--- src/rtl/dtg_pkg.sv ---
package dtg_pkg;

    // One bit per leg of the complementary pair
    typedef struct packed {
        logic p;
        logic n;
    } pair_t;

endpackage

--- src/rtl/dtg_run_delay.sv ---
// Counts consecutive samples of one input level and reports when the
// programmed turn-on delay has been covered.
module dtg_run_delay #(
    parameter int DT_W    = 10,
    parameter bit ACT_LVL = 1'b1
) (
    input  logic            clk,
    input  logic            rst_n,
    input  logic            sig_in,
    input  logic            dly_en,
    input  logic [DT_W-1:0] dly,
    output logic            want
);

    localparam int CNT_W = DT_W + 1;
    localparam logic [CNT_W-1:0] CNT_MAX = '1;

    typedef struct packed {
        logic [CNT_W-1:0] run;
    } run_st_t;

    run_st_t st_d, st_q;
    logic    at_level;

    always_comb begin
        st_d     = st_q;
        at_level = (sig_in == ACT_LVL);
        if (!at_level) begin
            st_d.run = '0;
        end else if (st_q.run != CNT_MAX) begin
            st_d.run = st_q.run + 1'b1;
        end
        // run length includes the current sample
        if (dly_en) begin
            want = at_level && (st_d.run > {1'b0, dly});
        end else begin
            want = at_level;
        end
    end

    always_ff @(posedge clk or negedge rst_n) begin
        if (!rst_n) begin
            st_q <= '0;
        end else begin
            st_q <= st_d;
        end
    end

endmodule

--- src/rtl/dtg_brake_latch.sv ---
// Synchronizes the brake pin, compares it with the trigger level and
// holds the brake until software clears it.
module dtg_brake_latch #(
    parameter int SYNC_STAGES = 2
) (
    input  logic clk,
    input  logic rst_n,
    input  logic pin,
    input  logic pol,
    input  logic en,
    input  logic clr,
    output logic brake_now,
    output logic brake_hold
);

    typedef struct packed {
        logic [SYNC_STAGES-1:0] sync;
        logic                   hold;
    } brk_st_t;

    brk_st_t st_d, st_q;
    logic    trig;

    always_comb begin
        st_d         = st_q;
        st_d.sync[0] = pin;
        for (int i = 1; i < SYNC_STAGES; i++) begin
            st_d.sync[i] = st_q.sync[i-1];
        end
        trig      = en && (st_q.sync[SYNC_STAGES-1] == pol);
        // a live trigger outranks the clear
        st_d.hold = (st_q.hold && !clr) || trig;
        brake_now = st_d.hold;
    end

    assign brake_hold = st_q.hold;

    always_ff @(posedge clk or negedge rst_n) begin
        if (!rst_n) begin
            st_q <= '0;
        end else begin
            st_q <= st_d;
        end
    end

endmodule

--- src/rtl/dtg_pair.sv ---
module dtg_pair #(
    parameter int DT_W        = 10,
    parameter int SYNC_STAGES = 2
) (
    input  logic            clk,
    input  logic            rst_n,
    input  logic            pwm_in,
    input  logic            dt_en,
    input  logic [DT_W-1:0] dt_pos,
    input  logic [DT_W-1:0] dt_neg,
    input  logic            brk_pin,
    input  logic            brk_en,
    input  logic            brk_pol,
    input  logic            brk_clr,
    input  logic            idle_p,
    input  logic            idle_n,
    output logic            out_p,
    output logic            out_n
);

    import dtg_pkg::*;

    logic  want_p, want_n;
    logic  brake_now, brake_hold;
    pair_t o_d, o_q;

    dtg_run_delay #(.DT_W(DT_W), .ACT_LVL(1'b1)) u_pos (
        .clk    (clk),
        .rst_n  (rst_n),
        .sig_in (pwm_in),
        .dly_en (dt_en),
        .dly    (dt_pos),
        .want   (want_p)
    );

    dtg_run_delay #(.DT_W(DT_W), .ACT_LVL(1'b0)) u_neg (
        .clk    (clk),
        .rst_n  (rst_n),
        .sig_in (pwm_in),
        .dly_en (dt_en),
        .dly    (dt_neg),
        .want   (want_n)
    );

    dtg_brake_latch #(.SYNC_STAGES(SYNC_STAGES)) u_brk (
        .clk        (clk),
        .rst_n      (rst_n),
        .pin        (brk_pin),
        .pol        (brk_pol),
        .en         (brk_en),
        .clr        (brk_clr),
        .brake_now  (brake_now),
        .brake_hold (brake_hold)
    );

    always_comb begin
        o_d = o_q;
        if (brake_now) begin
            o_d.p = idle_p;
            o_d.n = idle_n;
        end else begin
            o_d.p = want_p;
            o_d.n = want_n;
        end
    end

    always_ff @(posedge clk or negedge rst_n) begin
        if (!rst_n) begin
            o_q <= '0;
        end else begin
            o_q <= o_d;
        end
    end

    assign out_p = o_q.p;
    assign out_n = o_q.n;

endmodule

--- config.mk ---
export PLATFORM = sky130hd
export DESIGN_NAME = dtg_pair
export DESIGN_NICKNAME = d
export VERILOG_FILES = /design/src/rtl/dtg_pkg.sv /design/src/rtl/dtg_run_delay.sv /design/src/rtl/dtg_brake_latch.sv /design/src/rtl/dtg_pair.sv
export SDC_FILE = /design/constraint.sdc
export NUM_CORES = 1
export LEC_CHECK = 0
export ABC_AREA = 0
export CORE_ASPECT_RATIO = 1.25
export CORE_MARGIN = 1
export CORE_UTILIZATION = 45
export CTS_CLUSTER_SIZE = 12
export DETAILED_ROUTE_END_ITERATION = 10
export DONT_BUFFER_PORTS = 1
export PLACE_DENSITY = 0.65
export SYNTH_ARGS = -nofsm -noshare
export SYNTH_HDL_FRONTEND = slang
export SYNTH_HIERARCHICAL = 1
export SYNTH_SLANG_ARGS = --single-unit
--- constraint.sdc ---
create_clock -name clk -period 3.99 [get_ports clk]
set_input_delay 0.798 -clock clk [delete_from_list [all_inputs] [get_ports clk]]
set_output_delay 0.798 -clock clk [all_outputs]
set_load 0.01 [all_outputs]
# Word-level counts from Yosys, hierarchy flattened
# Cells that the tools add are included.
# totals
out_inout_bits,2
regBits,27
# classes
reduce_logical,6
add_sub_neg,2
bitwise,1
eq_ne,3
n_lt_le_gt_ge,2
muxes,7
# ops
operator,count
2-to-1 mux 11 bit,4
"adder 11 x 1 -> 11 bit, second input constant",2
greater-than comparator 11 x 10 -> 1 bit,2
"inequality test 11 bit, second input constant",2
logical AND 1 bit,4
2-to-1 mux 1 bit,2
2-to-1 mux 2 bit,1
equality test 1 bit,1
logical NOT 1 bit,1
logical OR 1 bit,1
NOT 1 bit,1

# Longest topological paths before layout
# Gate-level depths: netlist (run 1).
# logic_depth
depth_word,7
depth_mapped,13

# Hierarchy
# Netlist (run 1), hierarchy kept.
# by_module_without_submodules
mod,n_inst,cells_each,area_each_um2
dtg_run_delay (u_pos),1,91,818.3
dtg_run_delay (u_neg),1,86,803.3
dtg_brake_latch,1,6,96.3
dtg_pair,1,4,72.6

# Least setup slack after synthesis (run 1)
# Ideal clock, no wire load.
# synth_path
path_type,register -> register
start,register u_neg/st_q[0] (netlist name)
end,"register o_q, in the netlist out_n"
setup_slack_ns,1.200
t_required_ns,3.865
stages_incl_launch_ff,14
n_path_buf,0
arrival_ns,2.665
path_cell_list,dfrtp_1 -> ha_1 -> and4_4 -> nand4_4 -> nand4_1 -> xor2_1 -> nor2_1 -> ha_1 -> a21oi_1 -> nor2_1 -> a2111oi_0 -> o311ai_0 -> a21o_1 -> mux2_2
# synth_rtl
element,line,text
"start, declared",dtg_run_delay.sv:22,"run_st_t st_d, st_q;"
"start signal, assigned",dtg_run_delay.sv:45,st_q <= st_d;
"end signal, assigned",dtg_pair.sv:69,o_q <= '0;
"end signal, assigned",dtg_pair.sv:71,o_q <= o_d;
"end, declared",dtg_pair.sv:25,"pair_t o_d, o_q;"

==> flow_summary.yaml, run 1 <==
outcome:
  outcome: "finished clean"
route:
  detail_route.wirelength_um: 3620
  num_vias: 1347
  ant_nets: 0
  wl_per_cell_um: 14.9
  post-route-drc-count: 0
  detailedRoute.firstIterationViolations: 54
  detailedRoute.firstPassIterationCount: 4
  avgViaCountPerCell: 5.54
worst_setup_path:
  slowest_delay_ps: 390
  ff2ff_path_depth: 13
  critPathLaunchType: "flop"
  worstPathRequired_ps: 4150
  worst-path-max-fanout: 10
  setup.worst_path.end_class: "flop"
  crit_type: "flop to flop"
  crit_path_buffers_inverters: 0
  stages_on_worst_setup_path: 13
  critical-path-top-delay-family: "simple AND/OR/NAND/NOR gates"
  critical_path_arrival_ps: 3210
  crit_path_top_delay_cell: "dfrtp_1"
  crit_path_cell_chain: "ha_1, and4_4, nand4_4, nor2b_4, xnor2_1, nor2_1, ha_1, nand4_1, nor2_1, a2111oi_0, o311ai_0, a21o_1, mux2_2"
grt:
  first_global_vias: 1455
  grt_util_all_layers_pct: 18.3
  grt_pass1_wl_um: 6010
  grt_remaining_overflow: 0
  antenna_found_initial: 0
  grt_start_max_net_pins: 28
power_and_ir_drop:
  ir_worst_vdd_mv: 0.0867
  combPwrFrac_pct: 10.2
  power.share.clock_pct: 31.2
  switching_power_uw: 120
  power.switching_fraction_pct: 24.1
  intPower_uw: 376
  leakage_uw: 0.000947
  power.density_cell_area_nw_per_um2: 263
  sequentialPowerShare_pct: 58.6
cts:
  cts_sinks: 27
  clock_insertion_delay_worst_skew_ps: 270
  clk_pin_slew_worst_paths_ps: 90
  numCtsBuffers: 3
  clock_tree_from_tritoncts: "yes"
  cts-htree-levels: 1
  cts-resized-gates: 0
  clock_path_buffers: 2
  cts.repair_timing.setup_buffer_count: 0
  post_cts_hold_buffer_count: 0
  cts-root-buf: "clkbuf_8"
floorplanning:
  die_height_um: 72.5
  initial_utilization_pct: 47.3
  fp.dieW_um: 58.4
  core.rowCount: 25
  fp.dieArea_um2: 4240
  core-area_um2: 3780
  num_io_pins: 32
logic_synthesis:
  synth_enable_flop_cells: 0
  post-synth-top-area-cell: "dfrtp_1"
  synth_top_cells_by_count: "dfrtp_1 (27), ha_1 (22), inv_1 (21)"
  most_used_flip_flop_cell_after_synthesis: "dfrtp_1"
  synth-warning-count: 6
  syn_inst: 187
  yosys.cell_count.top_type: "dfrtp_1"
  postSynth.asyncResetShare_pct: 100
  synth.top_cells.by_area: "dfrtp_1 (38%), ha_1 (15%), inv_1 (4.4%)"
  synth-seq-cells: 27
  post-synth-top-area-fraction_pct: 37.7
  ys_types: 37
  mappedNetlistArea_um2: 1790
  mappedNetlistNets: 239
  synth-seq-area-share_pct: 37.7
  synthesis.area_per_instance_um2: 9.57
timing:
  fin_tns_setup_ps: 0
  maxSlewHeadroom_pct: 67.3
  worst_slew_pin_slew_ps: 483
  final_period_minus_worst_setup_slack_ps: 3050
  drv_slew: 0
  final_worst_hold_slack_ps: 207
  final.period_utilization_pct: 76.4
  final-setup-viol-count: 0
  timing.clock.skew_ps: 5.11
  hold_violations: 0
  rsz0062_at_grt: "no"
  fmax_mhz: 328
finish:
  antennaDiodeCount: 0
  stdcell_area_um2: 1880
  layout-drive-gt1-share_pct: 7.41
  area_growth_pct: 5.24
  nets: 242
  layout.cells.non_filler: 243
placed_design:
  gp_routability_congestion: 0.888
  hpwlAfterDp_um: 2930
  place.detailed.instances: 239
  placed_cell_area_um2: 1840
  place.port_buffers: 0
min_path:
  timing.hold.worst.class: "input pin to async pin"
run:
  max_cap_viol_count: 0
-- routing by layer --
metal	GRT usage [%]	vias up	wire length [µm]
met4	5.56	0	44
li1	-	668	-
met5	0	-	0
met3	1.78	4	57
met1	18.3	647	1460
met2	37.9	28	2050
-- path summary, 6_finish.rpt --
path / start / end / slack [ps]
min: rst_n / u_pos/st_q[4]$_DFF_PN0_ / 210
max in group asynchronous: rst_n / out_n$_DFF_PN0_ / 3710
max reg2reg: u_neg/st_q[0]$_DFF_PN0_ / out_n$_DFF_PN0_ / 940
min reg2reg: u_brk/st_d[2]$_DFF_PN0_ / u_brk/st_q[2]$_DFF_PN0_ / 370
max: u_neg/st_q[0]$_DFF_PN0_ / out_n$_DFF_PN0_ / 940
min in group clk: u_brk/st_d[2]$_DFF_PN0_ / u_brk/st_q[2]$_DFF_PN0_ / 370
-- flip-flops by register name, indices dropped and copies added (netlist names) --
name and cells:
u_neg/st_q 11, u_brk/brake_hold 1, out_n 1, out_p 1
u_brk/st_q 1, u_brk/st_d 1, u_pos/st_q 11
-- area by class of cell --
class,count,area (µm²)
tap,54,67.6
clock buffer,3,41.3
multi-input combinational,136,1010
clock inverter,1,5.00
sequential,27,676
fill,366,1900
inverter,22,82.6
-- through the flow --
stage          power [µW]  utilization, %  worst slack [ps]
6_report              496            49.8               941
5_1_grt               515            49.8               618
4_1_cts               502            49.8               924
3_5_place_dp          348            48.6               946
3_3_place_gp          344            48.6              1030
2_1_floorplan         336               -              1200
-- cells in the final DEF, fill, tap and decap left out --
cell type	instances
nand4_1	9
and3_2	1
nor3_1	5
a21o_1	3
o21ai_0	4
ha_1	22
dfrtp_1	27
o41ai_1	1
a21oi_1	15
and4_2	1
clkinv_2	1
a31oi_1	4
nand3_1	5
nor2b_4	1
a2111oi_0	1
inv_1	21
or3_1	2
a22oi_1	1
clkinv_1	1
mux2i_1	2
and3_4	1
o221ai_1	1
nand4_4	1
and3_1	3
and2_1	2
mux2_2	2
a22o_1	1
nor2_1	14
o311ai_0	2
xor2_1	9
nand2_1	11
o211ai_1	1
xnor2_1	5
and4_4	3
clkbuf_8	3
nand3b_1	1
nand2b_1	2
-- kinds of logic after synthesis --
kind of cell / after synthesis / synth area share (%)
compound gates: 34 / 11.7
xor+xnor: 14 / 6.85
fa+ha+maj: 22 / 15.4
buf+inv: 24 / 5.73
flops: 27 / 37.7
mux: 4 / 2.38
simple gates: 62 / 20.2
-- power groups by stage --
stage          Sequential, µW  Combinational [µW]  Clock, µW
3_5_place_dp              296                51.2          0
6_report                  291                50.4        155
3_3_place_gp              296                48.0          0
2_1_floorplan             294                41.3          0
4_1_cts                   291                51.4        160
5_1_grt                   293                58.1        164
No activity file was read; power rests on OpenSTA's default activity.
==> run 2, diff against run 1 <==
--- a/config.mk
+++ b/config.mk
@@ -12,7 +12,7 @@
 export CTS_CLUSTER_SIZE = 12
 export DETAILED_ROUTE_END_ITERATION = 10
 export DONT_BUFFER_PORTS = 1
-export PLACE_DENSITY = 0.65
+export PLACE_DENSITY = 0.67
 export SYNTH_ARGS = -nofsm -noshare
 export SYNTH_HDL_FRONTEND = slang
 export SYNTH_HIERARCHICAL = 1
==> constraint.sdc (replaced) <==
create_clock -name clk -period 2.5 [get_ports clk]
set_input_delay 0.5 -clock clk [delete_from_list [all_inputs] [get_ports clk]]
set_output_delay 0.5 -clock clk [all_outputs]
set_load 0.01 [all_outputs]
==> run 2 against run 1 <==
Compared with the run above:
- the run now ends with setup timing left
- die area stayed put
- sequential power is 58% higher
- fmax is 14% higher
- critical endpoint unchanged
- count of clock-buffer cells in the layout stayed put
- clock skew is 5.5 ps higher
- routed wire length is 18% higher
- register-to-register slack worse by 1100 ps
- setup slack worse by 1100 ps
==> flow_summary.yaml, run 2 (synthesized netlist as in run 1, its figures left out) <==
floorplanning:
  core.rowCount: 25
  initial_utilization_pct: 47.3
  num_io_pins: 32
  core-area_um2: 3780
  fp.dieW_um: 58.4
  die_height_um: 72.5
  fp.dieArea_um2: 4240
worst_setup_path:
  setup.worst_path.end_class: "flop"
  critPathLaunchType: "flop"
  worstPathRequired_ps: 2670
  crit_type: "flop to flop"
  crit_path_cell_chain: "ha_2, and4_4, nand4_4, buf_4, a21oi_1, ha_1, nand4_1, nor2_1, a2111oi_2, o311ai_1, a21o_1, mux2_4"
  worst-path-max-fanout: 6
  crit_path_top_delay_cell: "dfrtp_1"
  crit_path_buffers_inverters: 1
  critical_path_arrival_ps: 2850
  slowest_delay_ps: 360
  critical-path-top-delay-family: "compound AO/OA/AOI/OAI gates"
grt:
  grt_remaining_overflow: 0
  grt_use_met2_pct: 43.9
  met3_usage_pct: 2.67
  grt_util_all_layers_pct: 22.3
  grt_pass1_wl_um: 7200
  first_global_vias: 1722
  antenna_found_initial: 0
  busiest_layer: "met2"
  grt_start_max_net_pins: 28
  grt_util_met1_pct: 23.5
timing:
  final_period_minus_worst_setup_slack_ps: 2680
  fmax_mhz: 373
  rsz0062_at_grt: "yes"
  final-setup-viol-count: 2
  timing.clock.skew_ps: 10.6
  drv_slew: 0
  worst_slew_pin_slew_ps: 307
  maxSlewHeadroom_pct: 79.4
  timing.final.ws_setup_ps: -180
  final.period_utilization_pct: 107
  hold_violations: 0
  fin_tns_setup_ps: -351
finish:
  mostFrequentLayoutCells: "buf_4 (37), dfrtp_1 (27), inv_1 (21)"
  mostFrequentLayoutCell: "buf_4"
  top_regs: "u_neg/st_q: 11 flops, u_pos/st_q: 11 flops"
  area_growth_pct: 34.0
  n_fill_cell: 309
  nets: 289
  layout-drive-gt1-share_pct: 31.8
  sequential_cell_area_um2: 676
  antennaDiodeCount: 0
  multi_input_comb_area_um2: 1120
placed_design:
  preCtsSetupSlack_ps: -373
  hpwlAfterDp_um: 3250
  gp_routability_congestion: 0.939
  place.port_buffers: 0
outcome:
  failed_checks: "setup timing"
  outcome: "complete, but fails checks"
cts:
  cts_sinks: 27
  cts-htree-levels: 1
  numCtsBuffers: 3
  clock_path_buffers: 2
  clock_insertion_delay_worst_skew_ps: 270
  cts-root-buf: "clkbuf_8"
  clock_tree_from_tritoncts: "yes"
  clk_pin_slew_worst_paths_ps: 100
power_and_ir_drop:
  ir_worst_vdd_mv: 0.221
  power.density_cell_area_nw_per_um2: 349
  leakage_uw: 0.00123
route:
  detailedRoute.firstPassIterationCount: 4
  detail_route.wirelength_um: 4260
  wl_per_cell_um: 14.7
  num_vias: 1569
  detailedRoute.firstIterationViolations: 64
  avgViaCountPerCell: 5.41
  post-route-drc-count: 0
  ant_nets: 0
min_path:
  timing.hold.worst.class: "input pin to async pin"
run:
  max_cap_viol_count: 0
run 2: cell count changes in the layout (fill, tap and decap cells not counted), moves of 3 or more:
cell     before  now
a21oi_2       0    4
ha_1         22   19
buf_6         0    9
buf_4         0   37
a21oi_1      15   11
run 2: routing by layer:
layer  vias to the layer above  routed length, µm
met4                         0                 74
met3                        10                 61
li1                        768                  -
met1                       752               1620
met5                         -                  0
met2                        39               2500
run 2: stage by stage:
| step | utilization (%) | instance area, µm² | std cells | hold slack, ps | power [µW] |
|---|---|---|---|---|---|
| 4_1_cts | 61.3 | 2320 | 289 | 26.6 | 841 |
| 5_1_grt | 63.4 | 2400 | 290 | 18.1 | 885 |
| 3_3_place_gp | 55.0 | 2080 | 270 | 205 | 567 |
| 3_5_place_dp | 55.0 | 2080 | 270 | 205 | 574 |
| 2_1_floorplan | - | 1800 | 187 | 204 | 538 |
| 6_report | 63.4 | 2400 | 290 | 25.5 | 838 |
run 2: where the power goes:
group | switching, µW | internal (µW) | total, µW | leakage (µW)
Sequential | 9.84 | 451 | 461 | 0.000363
Combinational | 62.9 | 64.4 | 127 | 0.000846
Clock | 136 | 113 | 249 | 0.0000217
Total | 209 | 629 | 838 | 0.00123
run 2: worst reg2reg max path, cell delays in order (launching register included):
cell,delay [ps]
dfrtp_1,360
ha_2,190
and4_4,250
nand4_4,130
buf_4,180
a21oi_1,190
ha_1,310
nand4_1,140
nor2_1,70
a2111oi_2,190
o311ai_1,140
a21o_1,180
mux2_4,260
run 2: worst paths after layout:
check	from	endpoint	slack, ps	cells past startpoint
worst max-delay path	u_neg/st_q[1]$_DFF_PN0_	out_n$_DFF_PN0_	-180	12
worst min-delay path	rst_n	u_neg/st_q[6]$_DFF_PN0_	30	1
worst max register to register	u_neg/st_q[1]$_DFF_PN0_	out_n$_DFF_PN0_	-180	12
worst min register to register	u_brk/st_d[2]$_DFF_PN0_	u_brk/st_q[2]$_DFF_PN0_	360	0
max in group asynchronous	rst_n	u_neg/st_q[10]$_DFF_PN0_	2310	1
min in group clk	brk_pin	u_brk/st_d[2]$_DFF_PN0_	240	0
run 2: final cells by class:
class,count,area share (%)
clock buffers,3,1.72
clock inverters,1,0.313
inverters,22,3.44
multi-input cells,136,46.9
flip-flops and latches,27,28.2
well taps,54,2.82
repair buffers,47,16.6
run 2: repair_timing:
item,4_1_cts,5_1_grt
endpoints found under the setup margin,2,3
endpoints found under the hold margin,27,0
buffers inserted,14,3
gates resized for setup,14,11
pin swaps,3,8
hold buffers,1,0
==> run 3, diff against run 2 <==
--- a/config.mk
+++ b/config.mk
@@ -13,6 +13,7 @@
 export DETAILED_ROUTE_END_ITERATION = 10
 export DONT_BUFFER_PORTS = 1
 export PLACE_DENSITY = 0.67
+export SLEW_MARGIN = 20
 export SYNTH_ARGS = -nofsm -noshare
 export SYNTH_HDL_FRONTEND = slang
 export SYNTH_HIERARCHICAL = 1
==> results of run 3 <==
Final layout, timing and power as in run 2 (identical DEF).
